==> config.mk <==
export PLATFORM = sky130hd
export DESIGN_NAME = alu8_flags
export DESIGN_NICKNAME = d
export VERILOG_FILES = /design/src/rtl/alu8_flags.sv
export SDC_FILE = /design/constraint.sdc
export NUM_CORES = 1
export LEC_CHECK = 0
export BUFFER_PORTS_ARGS = -buffer_cell sky130_fd_sc_hd__buf_4
export CAP_MARGIN = 20
export CELL_PAD_IN_SITES_DETAIL_PLACEMENT = 0
export CELL_PAD_IN_SITES_GLOBAL_PLACEMENT = 1
export CORE_UTILIZATION = 30
export CTS_BUF_LIST = sky130_fd_sc_hd__clkbuf_8
export DETAILED_ROUTE_END_ITERATION = 12
export PLACE_DENSITY_LB_ADDON = 0.1
export SLEW_MARGIN = 15
export SYNTH_ARGS = -nofsm -noshare
export SYNTH_HDL_FRONTEND = slang
export SYNTH_SLANG_ARGS = --single-unit
==> constraint.sdc <==
create_clock -name clk -period 1.4 [get_ports clk]
set_input_delay 0.28 -clock clk [delete_from_list [all_inputs] [get_ports clk]]
set_output_delay 0.28 -clock clk [all_outputs]
set_load 0.02 [all_outputs]
==> src/rtl/alu8_flags.sv <==
module alu8_flags #(
  parameter int W = 8
) (
  input  logic         clk,
  input  logic         rst_n,
  input  logic         valid_i,
  input  logic [3:0]   op_i,
  input  logic [W-1:0] reg_i,
  input  logic [W-1:0] opnd_i,
  input  logic         n_i,
  input  logic         z_i,
  input  logic         c_i,
  input  logic         v_i,
  output logic [W-1:0] res_o,
  output logic         n_o,
  output logic         z_o,
  output logic         c_o,
  output logic         v_o,
  output logic         done_o
);
  localparam int M = W - 1;
  localparam logic [3:0] OP_ADC = 4'd0, OP_SBC = 4'd1, OP_AND = 4'd2, OP_OR = 4'd3,
                         OP_XOR = 4'd4, OP_INC = 4'd5, OP_DEC = 4'd6, OP_ASL = 4'd7,
                         OP_LSR = 4'd8, OP_ROL = 4'd9, OP_ROR = 4'd10, OP_CMP = 4'd11,
                         OP_LD  = 4'd12;

  logic         sub_path, cin_eff, ovf;
  logic [W-1:0] b_eff;
  logic [W:0]   sum;

  assign sub_path = (op_i == OP_SBC) || (op_i == OP_CMP);
  assign b_eff    = sub_path ? ~opnd_i : opnd_i;
  assign cin_eff  = (op_i == OP_CMP) ? 1'b1 : c_i;
  assign sum      = {1'b0, reg_i} + {1'b0, b_eff} + {{W{1'b0}}, cin_eff};
  assign ovf      = (reg_i[M] == b_eff[M]) && (sum[M] != reg_i[M]);

  logic [W-1:0] r;
  logic         nn, nz, nc, nv, upd;

  always_comb begin
    r   = reg_i;
    nn  = n_i;
    nz  = z_i;
    nc  = c_i;
    nv  = v_i;
    upd = 1'b1;
    case (op_i)
      OP_ADC, OP_SBC: begin
        r  = sum[M:0];
        nc = sum[W];
        nv = ovf;
      end
      OP_AND: r = reg_i & opnd_i;
      OP_OR:  r = reg_i | opnd_i;
      OP_XOR: r = reg_i ^ opnd_i;
      OP_INC: r = reg_i + {{M{1'b0}}, 1'b1};
      OP_DEC: r = reg_i - {{M{1'b0}}, 1'b1};
      OP_ASL: begin
        r  = {reg_i[M-1:0], 1'b0};
        nc = reg_i[M];
      end
      OP_LSR: begin
        r  = {1'b0, reg_i[M:1]};
        nc = reg_i[0];
      end
      OP_ROL: begin
        r  = {reg_i[M-1:0], c_i};
        nc = reg_i[M];
      end
      OP_ROR: begin
        r  = {c_i, reg_i[M:1]};
        nc = reg_i[0];
      end
      OP_CMP: begin
        upd = 1'b0;
        nn  = sum[M];
        nz  = (reg_i == opnd_i);
        nc  = sum[W];
      end
      OP_LD:  r = opnd_i;
      default: upd = 1'b0;
    endcase
    if (upd) begin
      nn = r[M];
      nz = (r == '0);
    end
  end

  always_ff @(posedge clk or negedge rst_n) begin
    if (!rst_n) begin
      res_o  <= '0;
      n_o    <= 1'b0;
      z_o    <= 1'b0;
      c_o    <= 1'b0;
      v_o    <= 1'b0;
      done_o <= 1'b0;
    end else begin
      done_o <= valid_i;
      if (valid_i) begin
        res_o <= r;
        n_o   <= nn;
        z_o   <= nz;
        c_o   <= nc;
        v_o   <= nv;
      end
    end
  end
endmodule

==> load_flow_metrics.sql, run 1 <==
INSERT INTO impl_metrics (metric_group, metric, value, unit) VALUES
('outcome', 'status', 'finished with violations', ''),
('outcome', 'violations', 'negative setup slack', ''),
('clock_network', 'cts.path.max_buffers', '2', ''),
('setup_path', 'timing_worst_setup_path_type', 'input pin to flop', ''),
('setup_path', 'worst_setup_path_end_kind', 'flop', ''),
('place', 'routability_driven_placement_congestion_ratio', '0.870', ''),
('setup_path', 'crit_path_max_incr_delay', '0.51', 'ns'),
('routing', 'drt-wirelength-per-cell', '16.9', 'um'),
('yosys', 'postSynthAreaPerCell', '7.44', 'sq um'),
('grt', 'first_global_vias', '2777', ''),
('clock_network', 'worst_setup_hold_path_clk_slew', '0.05', 'ns'),
('timing', 'timing_hold_violations_final', '0', ''),
('clock_network', 'clkLatencyLatePin', '0.24', 'ns'),
('floorplan', 'start_util', '0.310', ''),
('place', 'port_buffers', '39', ''),
('yosys', 'synth_ff_type', 'sky130_fd_sc_hd__dfrtp_1', ''),
('yosys', 'mappedNetlistArea', '2410', 'sq um'),
('timing', 'postLayoutSetupSlackWorst', '-1.39', 'ns'),
('clock_network', 'tritoncts', 'built', ''),
('yosys', 'postSynth.asyncResetShare', '1.00', ''),
('grt', 'globalRoute.totalOverflow', '0', ''),
('setup_path', 'critPathRequiredTime', '1.54', 'ns'),
('pwr', 'ir_drop_worst_vdd', '0.000556', 'V'),
('grt', 'global_route_wire_length_before_repair', '15100', 'um'),
('place', 'placed_cells', '547', ''),
('setup_path', 'start_kind', 'input pin', ''),
('finish', 'instances_no_fill', '564', ''),
('finish', 'filler_cell_count', '773', ''),
('timing', 'rsz0062_at_grt', 'true', ''),
('yosys', 'netlist_instances', '324', ''),
('routing', 'dr.pass1.iters', '4', ''),
('timing', 'layout_worst_path_cycle_share', '1.99', ''),
('timing', 'hold_ws', '0.316', 'ns'),
('floorplan', 'rows', '32', ''),
('clock_network', 'cts_root_buffer', 'sky130_fd_sc_hd__clkbuf_8', ''),
('routing', 'route.detailed.drc', '0', ''),
('yosys', 'synthesis.nets', '377', ''),
('floorplan', 'floorplan.die_area', '8400', 'sq um'),
('timing', 'total_negative_setup_slack', '-12.74', 'ns'),
('timing', 'maxSlewHeadroom', '0.587', ''),
('yosys', 'ys_ff_latch', '13', ''),
('floorplan', 'floorplan.core_area', '7770', 'sq um'),
('pwr', 'power.static_leakage', '1.89', 'nW'),
('yosys', 'synth_enable_flop_cells', '0', ''),
('routing', 'wirelength', '9510', 'um'),
('timing', 'final_max_slew_viol_count', '0', ''),
('grt', 'grt_usage', '0.230', ''),
('finish', 'synthToLayoutAreaGrowth', '66.8', '%'),
('finish', 'drive_above_1_share', '0.478', ''),
('routing', 'number_of_routed_nets_with_antenna_violations', '0', ''),
('clock_network', 'numCtsBuffers', '3', ''),
('setup_path', 'timing.critical_path.cells', 'buf_8, and2_4, o21ai_4, xnor2_2, fa_2, inv_2, fa_2, nor2_1, a31oi_1, o211ai_1, a221oi_2, o2111ai_2, a2111o_1, o41ai_2', ''),
('min_path', 'worst_hold_path_type', 'input pin to flop', ''),
('timing', 'period_needed', '2.79', 'ns'),
('setup_path', 'slowest_stage_cell_cp', 'sky130_fd_sc_hd__fa_2', ''),
('setup_path', 'worstPathArrival', '2.93', 'ns'),
('clock_network', 'count_of_clock_tree_sinks', '13', ''),
('flow_run', 'max_cap_viol_count', '0', ''),
('setup_path', 'path_max_fanout', '4', ''),
('finish', 'antenna_cells', '0', ''),
('routing', 'detail_route.iter0.violations', '197', ''),
('grt', 'antenna_found_initial', '0', ''),
('timing', 'clock-skew-final', '0', 'ns'),
('yosys', 'seq_area_frac_synth', '0.135', ''),
('routing', 'vias', '2896', ''),
('yosys', 'ys_warn_count', '0', ''),
('pwr', 'pwr_density_cell', '594', 'nW/um^2'),
('floorplan', 'fp.dieW', '91.6', 'um'),
('setup_path', 'critPathMostFrequentCell', 'sky130_fd_sc_hd__fa_2', ''),
('place', 'dp_hpwl', '7510', 'um'),
('clock_network', 'cts_max_level', '1', ''),
('timing', 'tightest_slew', '0.604', 'ns'),
('finish', 'final_common_cell', 'sky130_fd_sc_hd__buf_4', ''),
('routing', 'via_cell_ratio', '5.13', ''),
('timing', 'fmax', '0.359', 'GHz'),
('floorplan', 'fp.dieH', '91.6', 'um'),
('grt', 'maximum_number_of_pins_on_one_net_before_global_route_repair', '30', ''),
('floorplan', 'boundaryPins', '40', ''),
('pwr', 'power.total', '2.39', 'mW'),
('timing', 'finalSetupViolations', '12', ''),
('finish', 'num-nets-final', '516', ''),
('yosys', 'number_of_distinct_library_cells_after_synthesis', '68', ''),
('finish', 'layout.cells.most_common_list', '144 x sky130_fd_sc_hd__buf_4, 31 x sky130_fd_sc_hd__nor2_1, 26 x sky130_fd_sc_hd__inv_1', '');
-- critical path: cells and delay by family --
kind / cells / cell delay, ns
xor+xnor: 1 / 0.14
compound gates: 7 / 1.39
buf+inv: 2 / 0.14
fa+ha+maj: 2 / 0.76
simple gates: 2 / 0.20
-- state kept, by name, summed over array words and instances (netlist names) --
register / count
res_o: 8
v_o: 1
z_o: 1
done_o: 1
n_o: 1
c_o: 1
-- path summary, 6_finish.rpt --
| path | slack [ns] | start | to | cells past startpoint |
|---|---|---|---|---|
| worst max-delay path | -1.39 | op_i[1] | z_o$_DFFE_PN0P_ | 14 |
| worst min-delay path | 0.32 | v_i | v_o$_DFFE_PN0P_ | 3 |
| worst max register to register | 0.62 | z_o$_DFFE_PN0P_ | z_o$_DFFE_PN0P_ | 2 |
| worst min register to register | 0.49 | res_o[2]$_DFFE_PN0P_ | res_o[2]$_DFFE_PN0P_ | 2 |
| max in group asynchronous | 0.81 | rst_n | z_o$_DFFE_PN0P_ | 2 |
| min in group asynchronous | 0.42 | rst_n | res_o[2]$_DFFE_PN0P_ | 2 |
-- metrics by stage --
stage | util | instance area, sq um | setup WS (ns)
after floorplan | - | 2510 | -1.79
after global placement | 0.459 | 3570 | -1.76
after detailed placement | 0.459 | 3570 | -1.92
after CTS | 0.491 | 3810 | -1.46
after global routing | 0.518 | 4020 | -1.53
final | 0.518 | 4020 | -1.39
-- cells by family after synthesis --
group,Yosys count,share of synthesized area
AOI/OAI and AO/OA,107,0.315
xor gates and xnor gates,17,0.0618
adders and majority gates,26,0.141
buffers and inverters,51,0.0955
DFF,13,0.135
muxes,5,0.0228
and+or+nand+nor,105,0.229
-- final cells by class --
class                   instances  area (sq um)  area share
repair buffers                158          1240       0.310
flip-flops and latches         13           325      0.0809
clock buffers                   3          41.3      0.0103
well taps                     102           128      0.0317
multi-input cells             260          2180       0.541
inverters                      27           101      0.0252
clock inverters                 1          3.75    0.000934
-- per-layer routing --
metal,vias up,track usage,share of wire
met5,-,0,0
met4,0,0.0159,0.0037
met3,2,0.0199,0.029
met2,49,0.388,0.48
met1,1372,0.329,0.48
li1,1473,-,-
-- cells in the mapped netlist, drive strengths merged (5+ instances only) --
cell / number / share of area
dfrtp: 13 / 0.13
nand2: 19 / 0.030
o21ai: 20 / 0.042
nor2: 34 / 0.053
xor2: 5 / 0.018
clkbuf: 10 / 0.016
inv: 27 / 0.042
a21oi: 24 / 0.050
xnor2: 12 / 0.044
nor2b: 6 / 0.019
nand3: 9 / 0.019
buf: 14 / 0.038
nor4: 5 / 0.016
nor3b: 5 / 0.016
a221oi: 6 / 0.027
a211oi: 6 / 0.019
nor3: 10 / 0.021
ha: 24 / 0.12
-- power by group --
part           switching (mW)  total, mW  leakage [nW]  internal [mW]
combinational           0.781       1.60          1.71          0.821
sequential             0.0307      0.465         0.156          0.434
clock                   0.129      0.323        0.0269          0.193
-- timing repair --
action / 4_1_cts / 5_1_grt
endpoints found under the hold margin: 13 / 0
resized for setup: 38 / 29
setup endpoints to repair: 12 / 12
hold buffers: 1 / 0
pin swaps: 31 / 33
buffers inserted: 8 / 11
(Power assumes the default switching activity.)
==> run 2, diff against run 1 <==
--- a/config.mk
+++ b/config.mk
@@ -9,6 +9,7 @@
 export CAP_MARGIN = 20
 export CELL_PAD_IN_SITES_DETAIL_PLACEMENT = 0
 export CELL_PAD_IN_SITES_GLOBAL_PLACEMENT = 1
+export CORE_ASPECT_RATIO = 0.9
 export CORE_UTILIZATION = 30
 export CTS_BUF_LIST = sky130_fd_sc_hd__clkbuf_8
 export DETAILED_ROUTE_END_ITERATION = 12
==> run 2 against run 1 <==
Against the previous run:
- the run still ends with negative setup slack left
- clock skew is the same
- sequential power is essentially flat
- total power shrank 4.1%
- largest power group unchanged
==> load_flow_metrics.sql, run 2 (synthesis results as in run 1) <==
INSERT INTO impl_metrics (metric_group, metric, value, unit) VALUES
('outcome', 'status', 'finished with violations', ''),
('outcome', 'violations', 'negative setup slack', ''),
('pwr', 'power.total', '2.29', 'mW'),
('finish', 'fin_util', '0.498', ''),
('timing', 'period_needed', '2.79', 'ns'),
('grt', 'globalRoute.totalOverflow', '0', ''),
('floorplan', 'fp.dieH', '87.0', 'um'),
('routing', 'route.detailed.drc', '0', ''),
('timing', 'finalSetupViolations', '12', ''),
('clock_network', 'cts_root_buffer', 'sky130_fd_sc_hd__clkbuf_8', ''),
('finish', 'finalInstanceArea', '3810', 'sq um'),
('setup_path', 'timing_worst_setup_path_type', 'input pin to flop', ''),
('clock_network', 'cts_max_level', '1', ''),
('place', 'dp_hpwl', '7450', 'um'),
('timing', 'hold_ws', '0.331', 'ns'),
('routing', 'via_cell_ratio', '5.39', ''),
('finish', 'antenna_cells', '0', ''),
('finish', 'drive_above_1_share', '0.445', ''),
('place', 'placed_instance_area', '3520', 'sq um'),
('timing', 'maxSlewHeadroom', '0.653', ''),
('timing', 'fmax', '0.358', 'GHz'),
('timing', 'postLayoutSetupSlackWorst', '-1.39', 'ns'),
('grt', 'first_global_vias', '2752', ''),
('finish', 'layout.cells.most_common_list', '145 x sky130_fd_sc_hd__buf_4, 33 x sky130_fd_sc_hd__nor2_1, 26 x sky130_fd_sc_hd__inv_1', ''),
('floorplan', 'start_util', '0.315', ''),
('timing', 'rsz0062_at_grt', 'true', ''),
('finish', 'largest_register_ff_count', '8', ''),
('place', 'placed_cells', '536', ''),
('timing', 'timing_hold_violations_final', '0', ''),
('finish', 'final_common_cell', 'sky130_fd_sc_hd__buf_4', ''),
('pwr', 'pwr_density_cell', '601', 'nW/um^2'),
('grt', 'antenna_found_initial', '0', ''),
('clock_network', 'worst_setup_hold_path_clk_slew', '0.05', 'ns'),
('min_path', 'worst_hold_path_type', 'input pin to flop', ''),
('timing', 'tightest_slew', '0.508', 'ns'),
('clock_network', 'numCtsBuffers', '3', ''),
('place', 'port_buffers', '39', ''),
('place', 'routability_driven_placement_congestion_ratio', '0.894', ''),
('routing', 'dr.pass1.iters', '5', ''),
('pwr', 'ir_drop_worst_vdd', '0.000406', 'V'),
('floorplan', 'fp.dieW', '96.5', 'um'),
('setup_path', 'path_max_fanout', '4', ''),
('setup_path', 'critPathRequiredTime', '1.54', 'ns'),
('grt', 'global_route_wire_length_before_repair', '14600', 'um'),
('setup_path', 'worstPathArrival', '2.93', 'ns'),
('setup_path', 'worst_setup_path_end_kind', 'flop', ''),
('setup_path', 'start_kind', 'input pin', ''),
('timing', 'layout_worst_path_cycle_share', '2.00', ''),
('floorplan', 'rows', '30', ''),
('finish', 'instances_no_fill', '550', ''),
('clock_network', 'cts.path.max_buffers', '2', ''),
('clock_network', 'tritoncts', 'built', ''),
('floorplan', 'floorplan.die_area', '8400', 'sq um'),
('grt', 'grt_usage', '0.232', ''),
('routing', 'drt-wirelength-per-cell', '17.2', 'um'),
('routing', 'number_of_routed_nets_with_antenna_violations', '0', ''),
('finish', 'synthToLayoutAreaGrowth', '58.3', '%'),
('finish', 'num-nets-final', '508', ''),
('floorplan', 'floorplan.core_area', '7660', 'sq um'),
('clock_network', 'clkLatencyLatePin', '0.24', 'ns'),
('finish', 'max_flop_register', 'res_o', ''),
('routing', 'wirelength', '9480', 'um'),
('routing', 'detail_route.iter0.violations', '186', ''),
('clock_network', 'count_of_clock_tree_sinks', '13', ''),
('pwr', 'power.static_leakage', '1.80', 'nW'),
('flow_run', 'max_cap_viol_count', '0', ''),
('timing', 'clock-skew-final', '0', 'ns'),
('grt', 'maximum_number_of_pins_on_one_net_before_global_route_repair', '34', ''),
('timing', 'final_max_slew_viol_count', '0', ''),
('routing', 'vias', '2966', ''),
('floorplan', 'boundaryPins', '40', '');
==> run 2: worst paths after layout <==
path                                           start                   end  slack, ns  depth (start not counted)
worst min-delay path                             v_i       v_o$_DFFE_PN0P_       0.33                          3
max in group asynchronous                      rst_n  res_o[4]$_DFFE_PN0P_       0.81                          2
worst min register to register  res_o[0]$_DFFE_PN0P_  res_o[0]$_DFFE_PN0P_       0.50                          1
min in group asynchronous                      rst_n  res_o[2]$_DFFE_PN0P_       0.43                          2
worst max-delay path                         op_i[1]       z_o$_DFFE_PN0P_      -1.39                         15
worst max register to register       z_o$_DFFE_PN0P_       z_o$_DFFE_PN0P_       0.62                          2
==> run 2: routing by layer <==
layer / wire (um) / global-route usage
met1: 4610 / 0.337
met2: 4340 / 0.379
met3: 395 / 0.0218
met4: 133 / 0.0267
met5: 0 / 0
==> run 2: layout make-up <==
type	instances	area, sq um
clock inverters	1	3.75
multi-input cells	260	2070
repair buffers	150	1150
clock buffers	3	41.3
flip-flops and latches	13	325
fillers	789	3840
inverters	27	101
well taps	96	120
==> run 2: critical path: stages <==
cell	delay (ns)
sky130_fd_sc_hd__buf_8	0.10
sky130_fd_sc_hd__and2_4	0.16
sky130_fd_sc_hd__o21ai_4	0.16
sky130_fd_sc_hd__xnor2_2	0.13
sky130_fd_sc_hd__fa_2	0.23
sky130_fd_sc_hd__inv_2	0.04
sky130_fd_sc_hd__fa_1	0.39
sky130_fd_sc_hd__buf_4	0.16
sky130_fd_sc_hd__nand2b_4	0.14
sky130_fd_sc_hd__a211oi_2	0.23
sky130_fd_sc_hd__o21ai_1	0.09
sky130_fd_sc_hd__nand2_1	0.11
sky130_fd_sc_hd__xor2_1	0.09
sky130_fd_sc_hd__a2111o_1	0.42
sky130_fd_sc_hd__o41ai_2	0.19
==> run 2: power by group <==
| part | internal [mW] | switching, mW | leakage, nW | total (mW) |
|---|---|---|---|---|
| registers | 0.434 | 0.0326 | 0.156 | 0.467 |
| clock network | 0.193 | 0.127 | 0.0269 | 0.321 |
| logic | 0.758 | 0.747 | 1.62 | 1.50 |
==> run 2: metrics by stage <==
stage          worst slack, ns  TNS (ns)
3_5_place_dp             -1.95    -17.73
2_1_floorplan            -1.79    -16.00
4_1_cts                  -1.41    -12.89
3_3_place_gp             -1.76    -16.80
5_1_grt                  -1.52    -14.18
6_report                 -1.39    -12.75
==> run 2: timing repair <==
item	CTS	global route
hold buffers	1	0
setup buffers	8	1
endpoints found under the hold margin	13	0
pin swaps	19	11
resized for setup	20	17
endpoints found under the setup margin	12	12
